File: config.mk
export PLATFORM = sky130hd
export DESIGN_NAME = sprog_slave
export DESIGN_NICKNAME = d
export VERILOG_FILES = /design/src/rtl/sprog_pkg.sv /design/src/rtl/sprog_sync.sv /design/src/rtl/sprog_frame.sv /design/src/rtl/sprog_mem.sv /design/src/rtl/sprog_slave.sv
export SDC_FILE = /design/constraint.sdc
export NUM_CORES = 2
export LEC_CHECK = 0
export CAP_MARGIN = 40
export CORE_UTILIZATION = 35
export CTS_BUF_LIST = sky130_fd_sc_hd__clkbuf_16
export CTS_CLUSTER_SIZE = 24
export DETAILED_ROUTE_END_ITERATION = 6
export PLACE_DENSITY_LB_ADDON = 0.1
export SYNTH_ARGS = -nofsm -noshare
export SYNTH_HDL_FRONTEND = slang
export SYNTH_SLANG_ARGS = --single-unit
File: constraint.sdc
create_clock -name clk -period 2.74 [get_ports clk]
set_input_delay 0.548 -clock clk [delete_from_list [all_inputs] [get_ports clk]]
set_output_delay 0.548 -clock clk [all_outputs]
set_load 0.02 [all_outputs]
File: src/rtl/sprog_pkg.sv
package sprog_pkg;
  localparam int BYTE_W      = 8;
  localparam int FRAME_BYTES = 4;
  localparam int FRAME_BITS  = BYTE_W * FRAME_BYTES;

  localparam logic [7:0] OP_UNLOCK  = 8'hAC;
  localparam logic [7:0] UNLOCK_KEY = 8'h53;
  localparam logic [7:0] OP_ERASE   = 8'hC4;
  localparam logic [7:0] OP_WR_PROG = 8'h40;
  localparam logic [7:0] OP_WR_DATA = 8'hC0;
  localparam logic [7:0] OP_RD_PROG = 8'h20;
  localparam logic [7:0] OP_RD_DATA = 8'hA0;
  localparam logic [7:0] OP_POLL    = 8'hF0;

  typedef enum logic [1:0] {
    M_IDLE  = 2'd0,
    M_ERASE = 2'd1,
    M_WRITE = 2'd2
  } mstate_e;
endpackage

File: src/rtl/sprog_sync.sv
module sprog_sync #(
  parameter int               WIDTH   = 3,
  parameter int               STAGES  = 2,
  parameter logic [WIDTH-1:0] RST_VAL = '0
) (
  input  logic             clk,
  input  logic             rst,
  input  logic [WIDTH-1:0] d_i,
  output logic [WIDTH-1:0] q_o
);
  for (genvar b = 0; b < WIDTH; b++) begin : g_bit
    logic [STAGES-1:0] chain;
    always_ff @(posedge clk) begin
      if (rst) chain <= {STAGES{RST_VAL[b]}};
      else     chain <= {chain[STAGES-2:0], d_i[b]};
    end
    assign q_o[b] = chain[STAGES-1];
  end
endmodule

File: src/rtl/sprog_frame.sv
module sprog_frame #(
  parameter int ADDR_W = 6
) (
  input  logic              clk,
  input  logic              rst,
  input  logic              sck_s,
  input  logic              mosi_s,
  input  logic              sel_n_s,
  input  logic [7:0]        last_byte_i,
  output logic              sck_rise_o,
  output logic              sck_fall_o,
  output logic              sess_act_o,
  output logic              frame_done_o,
  output logic [7:0]        live_op_o,
  output logic [ADDR_W-1:0] live_addr_o,
  output logic [7:0]        done_op_o,
  output logic [7:0]        done_key_o,
  output logic [ADDR_W-1:0] done_addr_o,
  output logic [7:0]        done_data_o,
  output logic              miso_o
);
  import sprog_pkg::*;
  localparam int CNT_W  = $clog2(FRAME_BITS);
  localparam int BIT_W  = $clog2(BYTE_W);

  logic             sck_d;
  logic [CNT_W-1:0] bit_cnt;
  logic [FRAME_BITS-1:0] shreg;
  logic [7:0]       tx_sh;
  logic [7:0]       next_tx;

  always_ff @(posedge clk) begin
    if (rst) sck_d <= 1'b0;
    else     sck_d <= sck_s;
  end

  assign sck_rise_o   = sck_s & ~sck_d;
  assign sck_fall_o   = ~sck_s & sck_d;
  assign sess_act_o   = ~sel_n_s;
  assign frame_done_o = sess_act_o & sck_rise_o & (bit_cnt == CNT_W'(FRAME_BITS-1));

  // fields of the live shift register (valid once three bytes are in)
  assign live_op_o   = shreg[23:16];
  assign live_addr_o = shreg[ADDR_W-1:0];
  // fields of the complete frame, including the bit arriving now
  assign done_op_o   = shreg[30:23];
  assign done_key_o  = shreg[22:15];
  assign done_addr_o = shreg[ADDR_W+6:7];
  assign done_data_o = {shreg[6:0], mosi_s};

  always_comb begin
    case (bit_cnt[CNT_W-1:BIT_W])
      2'd2:    next_tx = shreg[7:0];
      2'd3:    next_tx = last_byte_i;
      default: next_tx = 8'h00;
    endcase
  end

  always_ff @(posedge clk) begin
    if (rst || !sess_act_o) begin
      bit_cnt <= '0;
      shreg   <= '0;
      tx_sh   <= '0;
      miso_o  <= 1'b0;
    end else if (sck_rise_o) begin
      shreg   <= {shreg[FRAME_BITS-2:0], mosi_s};
      bit_cnt <= bit_cnt + 1'b1;
    end else if (sck_fall_o) begin
      if (bit_cnt[BIT_W-1:0] == '0) begin
        miso_o <= next_tx[7];
        tx_sh  <= {next_tx[6:0], 1'b0};
      end else begin
        miso_o <= tx_sh[7];
        tx_sh  <= {tx_sh[6:0], 1'b0};
      end
    end
  end
endmodule

File: src/rtl/sprog_mem.sv
module sprog_mem #(
  parameter int ADDR_W      = 6,
  parameter int BUSY_CYCLES = 40
) (
  input  logic              clk,
  input  logic              rst,
  input  logic              start_erase_i,
  input  logic              start_write_i,
  input  logic              to_data_i,
  input  logic [ADDR_W-1:0] waddr_i,
  input  logic [7:0]        wdata_i,
  input  logic [ADDR_W-1:0] raddr_i,
  output logic [7:0]        rd_prog_o,
  output logic [7:0]        rd_data_o,
  output logic              busy_o
);
  import sprog_pkg::*;
  localparam int DEPTH        = 1 << ADDR_W;
  localparam int ERASE_CYCLES = (BUSY_CYCLES > DEPTH) ? BUSY_CYCLES : DEPTH;
  localparam int CNT_W        = $clog2(ERASE_CYCLES + 1);

  logic [7:0] prog_mem [DEPTH];
  logic [7:0] data_mem [DEPTH];

  mstate_e           state;
  logic [CNT_W-1:0]  cnt;
  logic [ADDR_W:0]   walk;
  logic [ADDR_W-1:0] lat_addr;
  logic [7:0]        lat_data;
  logic              lat_to_data;

  logic              we_prog, we_data;
  logic [ADDR_W-1:0] w_addr, r_addr;
  logic [7:0]        w_prog, w_data;

  always_comb begin
    r_addr  = (state == M_IDLE) ? raddr_i : lat_addr;
    we_prog = 1'b0;
    we_data = 1'b0;
    w_addr  = lat_addr;
    w_prog  = lat_data & rd_prog_o;
    w_data  = lat_data;
    case (state)
      M_ERASE: if (!walk[ADDR_W]) begin
        we_prog = 1'b1;
        we_data = 1'b1;
        w_addr  = walk[ADDR_W-1:0];
        w_prog  = 8'hFF;
        w_data  = 8'hFF;
      end
      M_WRITE: if (cnt == CNT_W'(1)) begin
        we_data = lat_to_data;
        we_prog = ~lat_to_data;
      end
      default: ;
    endcase
  end

  always_ff @(posedge clk) begin
    if (we_prog) prog_mem[w_addr] <= w_prog;
    rd_prog_o <= prog_mem[r_addr];
  end

  always_ff @(posedge clk) begin
    if (we_data) data_mem[w_addr] <= w_data;
    rd_data_o <= data_mem[r_addr];
  end

  always_ff @(posedge clk) begin
    if (rst) begin
      state       <= M_IDLE;
      cnt         <= '0;
      walk        <= '0;
      lat_addr    <= '0;
      lat_data    <= '0;
      lat_to_data <= 1'b0;
      busy_o      <= 1'b0;
    end else if (state == M_IDLE) begin
      if (start_erase_i) begin
        state  <= M_ERASE;
        cnt    <= CNT_W'(ERASE_CYCLES);
        walk   <= '0;
        busy_o <= 1'b1;
      end else if (start_write_i) begin
        state       <= M_WRITE;
        cnt         <= CNT_W'(BUSY_CYCLES);
        lat_addr    <= waddr_i;
        lat_data    <= wdata_i;
        lat_to_data <= to_data_i;
        busy_o      <= 1'b1;
      end
    end else begin
      if (!walk[ADDR_W]) walk <= walk + 1'b1;
      if (cnt == CNT_W'(1)) begin
        state  <= M_IDLE;
        busy_o <= 1'b0;
      end else begin
        cnt <= cnt - 1'b1;
      end
    end
  end
endmodule

File: src/rtl/sprog_slave.sv
module sprog_slave #(
  parameter int ADDR_W      = 6,
  parameter int BUSY_CYCLES = 40
) (
  input  logic clk,
  input  logic rst,
  input  logic sck_i,
  input  logic mosi_i,
  input  logic sel_n_i,
  output logic miso_o,
  output logic busy_o
);
  import sprog_pkg::*;

  logic [2:0] pins_s;
  logic       sck_rise, sck_fall, sess_act, frame_done;
  logic       en_q;
  logic [7:0] live_op, done_op, done_key, done_data, last_byte;
  logic [ADDR_W-1:0] live_addr, done_addr;
  logic [7:0] rd_prog, rd_data;
  logic       go_erase, go_write, go_data;

  sprog_sync #(.WIDTH(3), .STAGES(2), .RST_VAL(3'b100)) u_sync (
    .clk (clk),
    .rst (rst),
    .d_i ({sel_n_i, mosi_i, sck_i}),
    .q_o (pins_s)
  );

  sprog_frame #(.ADDR_W(ADDR_W)) u_frame (
    .clk          (clk),
    .rst          (rst),
    .sck_s        (pins_s[0]),
    .mosi_s       (pins_s[1]),
    .sel_n_s      (pins_s[2]),
    .last_byte_i  (last_byte),
    .sck_rise_o   (sck_rise),
    .sck_fall_o   (sck_fall),
    .sess_act_o   (sess_act),
    .frame_done_o (frame_done),
    .live_op_o    (live_op),
    .live_addr_o  (live_addr),
    .done_op_o    (done_op),
    .done_key_o   (done_key),
    .done_addr_o  (done_addr),
    .done_data_o  (done_data),
    .miso_o       (miso_o)
  );

  always_ff @(posedge clk) begin
    if (rst || !sess_act) en_q <= 1'b0;
    else if (frame_done && done_op == OP_UNLOCK && done_key == UNLOCK_KEY) en_q <= 1'b1;
  end

  assign go_data  = (done_op == OP_WR_DATA);
  assign go_erase = frame_done && en_q && !busy_o && (done_op == OP_ERASE);
  assign go_write = frame_done && en_q && !busy_o &&
                    ((done_op == OP_WR_PROG) || go_data);

  always_comb begin
    last_byte = 8'h00;
    if (en_q) begin
      case (live_op)
        OP_RD_PROG: last_byte = busy_o ? 8'hFF : rd_prog;
        OP_RD_DATA: last_byte = busy_o ? 8'hFF : rd_data;
        OP_POLL:    last_byte = {7'b0, busy_o};
        default:    last_byte = 8'h00;
      endcase
    end
  end

  sprog_mem #(.ADDR_W(ADDR_W), .BUSY_CYCLES(BUSY_CYCLES)) u_mem (
    .clk           (clk),
    .rst           (rst),
    .start_erase_i (go_erase),
    .start_write_i (go_write),
    .to_data_i     (go_data),
    .waddr_i       (done_addr),
    .wdata_i       (done_data),
    .raddr_i       (live_addr),
    .rd_prog_o     (rd_prog),
    .rd_data_o     (rd_data),
    .busy_o        (busy_o)
  );
endmodule

# Yosys cells after proc, flatten, opt, wreduce, memory -nomap -nowiden
# Memories as Yosys holds them, arrays and structs flattened. A register that Yosys moved wholly into a read port is not among the register bits.
# Cells that the tools add are included.
[totals]
register_bits = 85
wordCells = 106
out_inout_bits = 2
ramBits = 1024
n_memories = 2
[classes]
addsub = 3
reduce_logical = 17
n_mux = 38
bitwise = 11
eq_ne = 18
[mem_list]
columns = ["memory", "depth", "width", "rd", "rd_clocked_by_memory_dff", "write_ports", "line", "rtl"]
rows = [
  ["u_mem.data_mem", 64, 8, 1, 1, 1, "sprog_mem.sv:23", "logic [7:0] data_mem [DEPTH];"],
  ["u_mem.prog_mem", 64, 8, 1, 1, 1, "sprog_mem.sv:22", "logic [7:0] prog_mem [DEPTH];"],
]
[op_table]
columns = ["op", "n"]
rows = [
  ["8-bit two-way mux", 8],
  ["7-bit two-way mux", 7],
  ["8-bit == test, second input constant", 5],
  ["8-bit one-hot mux with 3 select lines", 1],
  ["6-bit two-way mux", 3],
  ["8-bit by 7-bit == test with 1-bit output, second input constant", 2],
  ["8-bit one-hot mux with 2 select lines", 1],
  ["1-bit two-way mux", 12],
  ["8-bit AND", 1],
  ["8-bit by 6-bit == test with 1-bit output, second input constant", 1],
  ["2-bit two-way mux", 4],
  ["2-bit AND reduction", 4],
  ["7-bit by 1-bit adder with 7-bit output, second input constant", 1],
  ["7-bit by 1-bit == test with 1-bit output, second input constant", 1],
  ["7-bit by 1-bit subtractor with 7-bit output, second input constant", 1],
  ["2-bit == test, second input constant", 3],
  ["1-bit logical AND", 6],
  ["1-bit inverter", 6],
  ["5-bit by 1-bit adder with 5-bit output, second input constant", 1],
  ["5-bit == test, second input constant", 1],
  ["1-bit AND", 4],
  ["2-bit != test, second input constant", 2],
  ["1-bit one-hot mux with 2 select lines", 2],
  ["3-bit logical NOT", 1],
  ["8 further kinds", 9],
]

# Logic depth before layout (Yosys ltp)
[depth]
depth_word = 10
mapped_depth = 13
ltp_nobuf = 10

# Hierarchy
# From an unflattened synthesis, not the netlist that was laid out.
[unflattened]
cells_unflattened = 4493
area_unflattened_um2 = 50857.5
[by_module_without_submodules]
columns = ["mod", "area_each_um2", "cells_per_inst", "seq_area_each_um2", "instances"]
rows = [
  ["sprog_mem", 48185.0, 4165, 31710.4, 1],
  ["sprog_frame", 2150.8, 261, 900.9, 1],
  ["sprog_slave", 341.6, 52, 20.0, 1],
  ["sprog_sync", 180.2, 15, 120.1, 1],
]

# Worst setup path after synthesis
# OpenSTA, ideal clock, no wires.
[synth_path]
path_kind = "register to register"
startpoint = "register u_mem.state[1]"
endpoint = "memory u_mem.data_mem[0][5], data pin"
setup_time_ns = 0.519
path_slack_ns = 0.174
n_path_buf = 3
stages_incl_launch_ff = 8
t_arrival_ns = 2.047
path_cell_list = "dfxtp_1 inv_1 ha_1 nand2b_1 buf_2 buf_1 clkbuf_1 nand2b_1"
[synth_via]
elab_chain_len = 2
[synth_lines]
columns = ["item", "line", "rtl"]
rows = [
  ["start, declared", "sprog_mem.sv:25", "mstate_e state;"],
  ["start signal, assigned", "sprog_mem.sv:71", "state <= M_IDLE;"],
  ["start signal, assigned", "sprog_mem.sv:80", "state <= M_ERASE;"],
  ["start signal, assigned", "sprog_mem.sv:85", "state <= M_WRITE;"],
  ["2-bit by 1-bit == test with 1-bit output", "sprog_mem.sv:43", "case (state)"],
  ["8-bit two-way mux", "sprog_mem.sv:43", ""],
  ["via u_mem.w_data[5]", "sprog_mem.sv:34", "logic [7:0] w_prog, w_data;"],
  ["end, declared", "sprog_mem.sv:23", ""],
]
# The timed path passes the listed nets, and every way through them passes these cells.

# Worst setup path after layout
[layout_path]
startpoint = "register u_mem.state[0]"
endpoint = "register u_mem.rd_data_o[3], read port of u_mem.data_mem"
[layout_via]
elab_chain_len = 2
[layout_lines]
columns = ["item", "line", "rtl"]
rows = [
  ["2-bit logical NOT", "sprog_mem.sv:37", "r_addr = (state == M_IDLE) ? raddr_i : lat_addr;"],
  ["6-bit two-way mux", "sprog_mem.sv:37", ""],
  ["end, declared", "sprog_mem.sv:14", "output logic [7:0] rd_data_o,"],
]
# Every way passes these cells.
# A chain may end at the register's enable or synchronous reset.

==> results.sh <==
export IMPL_finalCriticalPeriod_ns=2.71
export IMPL_wl_per_cell_um=24.1
export IMPL_cp_max_fo=8
export IMPL_final_nets=4917
export IMPL_fin_cells=6895
export IMPL_async_flop_share_pct=0
export IMPL_ir_worst_vdd_mv=0.486
export IMPL_numCtsBuffers=130
export IMPL_grt_total_usage_pct=22.6
export IMPL_cts_sinks=1124
export IMPL_ys_seq_area_share_pct=65.3
export IMPL_io_buffers=6
export IMPL_root_buffer="clkbuf_16"
export IMPL_max_freq_ghz=0.369
export IMPL_r2r_slack_ns=0.03
export IMPL_grt_overflow_total=0
export IMPL_clk_pin_slew_ns=0.06
export IMPL_grt_max_degree=69
export IMPL_synth_largest_area_cell="edfxtp_1"
export IMPL_final_setup_viol_count=0
export IMPL_grt_pass1_wl_um=244000
export IMPL_maxCapViolations=0
export IMPL_detail_route_antenna_nets=0
export IMPL_die_h_um=380
export IMPL_seq_power_share_pct=51.7
export IMPL_worstSetupPathType="reg2reg"
export IMPL_slew_headroom_pct=43.2
export IMPL_fin_skew_ns=0.0251
export IMPL_drv_slew=0
export IMPL_synth_mux_area_share_pct=0.562
export IMPL_p_switching_mw=7.05
export IMPL_yosysMostFrequentCell="edfxtp_1"
export IMPL_rsz0062_at_grt="true"
export IMPL_p_total_mw=35.6
export IMPL_initial_core_util_pct=35.4
export IMPL_worstHoldPathType="in2reg"
export IMPL_endpoint_kind="register"
export IMPL_grt_pass1_vias=36500
export IMPL_synthDistinctLibCells=68
export IMPL_ys_ff_latch=1124
export IMPL_finalHoldViolations=0
export IMPL_globalplace_congestion=0.812
export IMPL_area_growth_pct=23.5
export IMPL_clk_latency_ns=0.77
export IMPL_io_pins=7
export IMPL_reg2regPathDepth=13
export IMPL_coreArea_sq_mm=0.142
export IMPL_tightest_slew_ns=0.852
export IMPL_synth_xor_area_share_pct=0.0699
export IMPL_synthAdderAreaFrac_pct=0.225
export IMPL_num_rows=138
export IMPL_yosys_area_top_type_share_pct=61.3
export IMPL_wirelength_um=166000
export IMPL_clock_path_buffers=3
export IMPL_dp_cells=6634
export IMPL_dieWidth_um=380
export IMPL_drt_pass1_iter_count=6
export IMPL_cp_data_required_time_ns=3.43
export IMPL_drt_iter0_drc=3582
export IMPL_internal_power_mw=28.6
export IMPL_power_frac_clock_pct=48.1
export IMPL_synth_top_family_by_area="compound AO/OA/AOI/OAI gates"
export IMPL_dp_hpwl_um=107000
export IMPL_synth_compound_area_share_pct=18.6
export IMPL_synthSimpleGateAreaFrac_pct=11.7
export IMPL_dieArea_sq_mm=0.145
export IMPL_critPathArrivalTime_ns=3.40
export IMPL_via_per_inst=5.49
export IMPL_drc=0
export IMPL_power_leakage_nw=20.7
export IMPL_antenna_found_initial=6
export IMPL_cp_start_kind="register"
export IMPL_p_sw_share_pct=19.8
export IMPL_ys_top_cells_by_count="edfxtp_1 (1024), nand2_1 (895), a21oi_1 (835), o22ai_1 (221), nor2_1 (199)"
export IMPL_synthCells=4447
export IMPL_yosys_top_cells_area="edfxtp_1 (61%), a21oi_1 (8.3%), nand2_1 (6.7%)"
export IMPL_cts_tree="done"
export IMPL_syn_area_sq_mm=0.0501
export IMPL_hold_depth=3
export IMPL_combPwrFrac_pct=0.2
export IMPL_synthFlopType="edfxtp_1"
export IMPL_synth_nets=4461
export IMPL_vias=37900
export IMPL_syn_mean_instance_area_sq_um=11.3
export IMPL_synth_edff_count=1024
export IMPL_htreeDepth=4
export IMPL_power_density_mw_per_mm2=575
export IMPL_drive_gt1_share_pct=20.9
export IMPL_yosys_warnings=0
export IMPL_status="complete, no violations"
export IMPL_setup_tns_ns=0
export IMPL_min_period_over_period_pct=99.0
cells by family after synthesis:
group,Yosys count
AOI/OAI and AO/OA,1556
xor gates and xnor gates,4
adders and majority gates,9
buffers and inverters,337
DFF,1124
muxes,26
and+or+nand+nor,1391
registers in the layout, summed over array words and instances, names as in the netlist, 2 cells and up:
register            cells
u_frame.tx_sh           7
u_mem.cnt               7
u_mem.walk              7
u_mem.prog_mem        512
u_sync.g_bit.chain      6
u_frame.shreg          31
u_mem.data_mem        512
u_mem.rd_data_o         8
u_mem.lat_addr          6
u_mem.lat_data          8
u_mem.state             2
u_mem.rd_prog_o         8
u_frame.bit_cnt         5
final timing paths:
check,start,endpoint
setup / recovery,u_mem.state[0],u_mem.rd_data_o[3]
hold / removal,rst,u_mem.cnt[1]
setup reg to reg,u_mem.state[0],u_mem.rd_data_o[3]
hold reg to reg,u_sync.g_bit[2].chain[0],u_sync.g_bit[2].chain[1]
stage by stage:
step	setup WS, ns	hold WS, ns	util [%]	instance area, sq um
6_report	0.0271	0.369	43.7	61900
5_1_grt	-0.125	0.357	43.7	61900
4_1_cts	-0.00938	0.313	43.4	61500
3_5_place_dp	-0.543	0.406	40.1	56900
3_3_place_gp	-0.489	0.422	40.1	56800
2_1_floorplan	0.174	0.389	-	50100
layout by cell type (no fill, tap or decap), types with 17 or more instances in the layout:
| cell | instances |
|---|---|
| nand2_1 | 886 |
| mux2i_1 | 20 |
| edfxtp_1 | 1024 |
| o21ai_0 | 94 |
| buf_4 | 511 |
| clkbuf_16 | 142 |
| clkinv_1 | 29 |
| o22ai_1 | 216 |
| dfxtp_1 | 95 |
| nand3_1 | 19 |
| a22oi_2 | 100 |
| nor2b_1 | 17 |
| nor3_1 | 104 |
| nand4_1 | 33 |
| o21ai_1 | 67 |
| buf_12 | 113 |
| inv_1 | 50 |
| a21oi_1 | 832 |
| nor4_1 | 24 |
| o221ai_1 | 17 |
| nor2_2 | 25 |
| a22oi_1 | 151 |
| nor2_1 | 174 |
worst max-delay path: stages, from the launching register on:
cell and delay [ns]:
dfxtp_2 0.33, inv_2 0.05, ha_4 0.18, buf_6 0.13, and2_4 0.17, bufbuf_16 0.30, buf_4 0.15, a22oi_2 0.17
o22ai_1 0.10, o21ai_1 0.20, buf_4 0.16, nand4_1 0.21, or2_4 0.35, nor3_2 0.14
final cells by class:
class | count | area, sq um
Sequential cell | 1124 | 32800
Timing Repair Buffer | 644 | 6380
Antenna cell | 2 | 5.00
Clock inverter | 91 | 642
Inverter | 17 | 63.8
Fill cell | 13200 | 79800
Multi-Input combinational cell | 2986 | 16200
Tap cell | 1890 | 2360
Clock buffer | 141 | 3530
metal layers:
layer  vias up  GRT usage [%]  wire length [um]
met2      1046           36.9             78600
met3       220           2.89              8140
li1      17700              -                 -
met4         0           7.34              4760
met5         -              0                 0
met1     18900           31.1             74300
power groups by stage:
| stage | combinational [mW] | clock [mW] | sequential (mW) |
|---|---|---|---|
| final | 0.0699 | 17.1 | 18.4 |
| after global placement | 0.0702 | 0 | 18.8 |
| after CTS | 0.0698 | 17.5 | 18.4 |
| after detailed placement | 0.0692 | 0 | 18.8 |
| after floorplan | 0.0388 | 0 | 18.8 |
| after global routing | 0.0754 | 18.1 | 18.4 |
what timing repair did:
item / CTS / global route
setup endpoints to repair: 126 / 206
setup buffers: 10 / 17
cloned: 2 / 1
pin swaps: 20 / 41
hold buffers: 0 / 0
gates resized for setup: 74 / 81
Power figures use the tool's default switching activity.
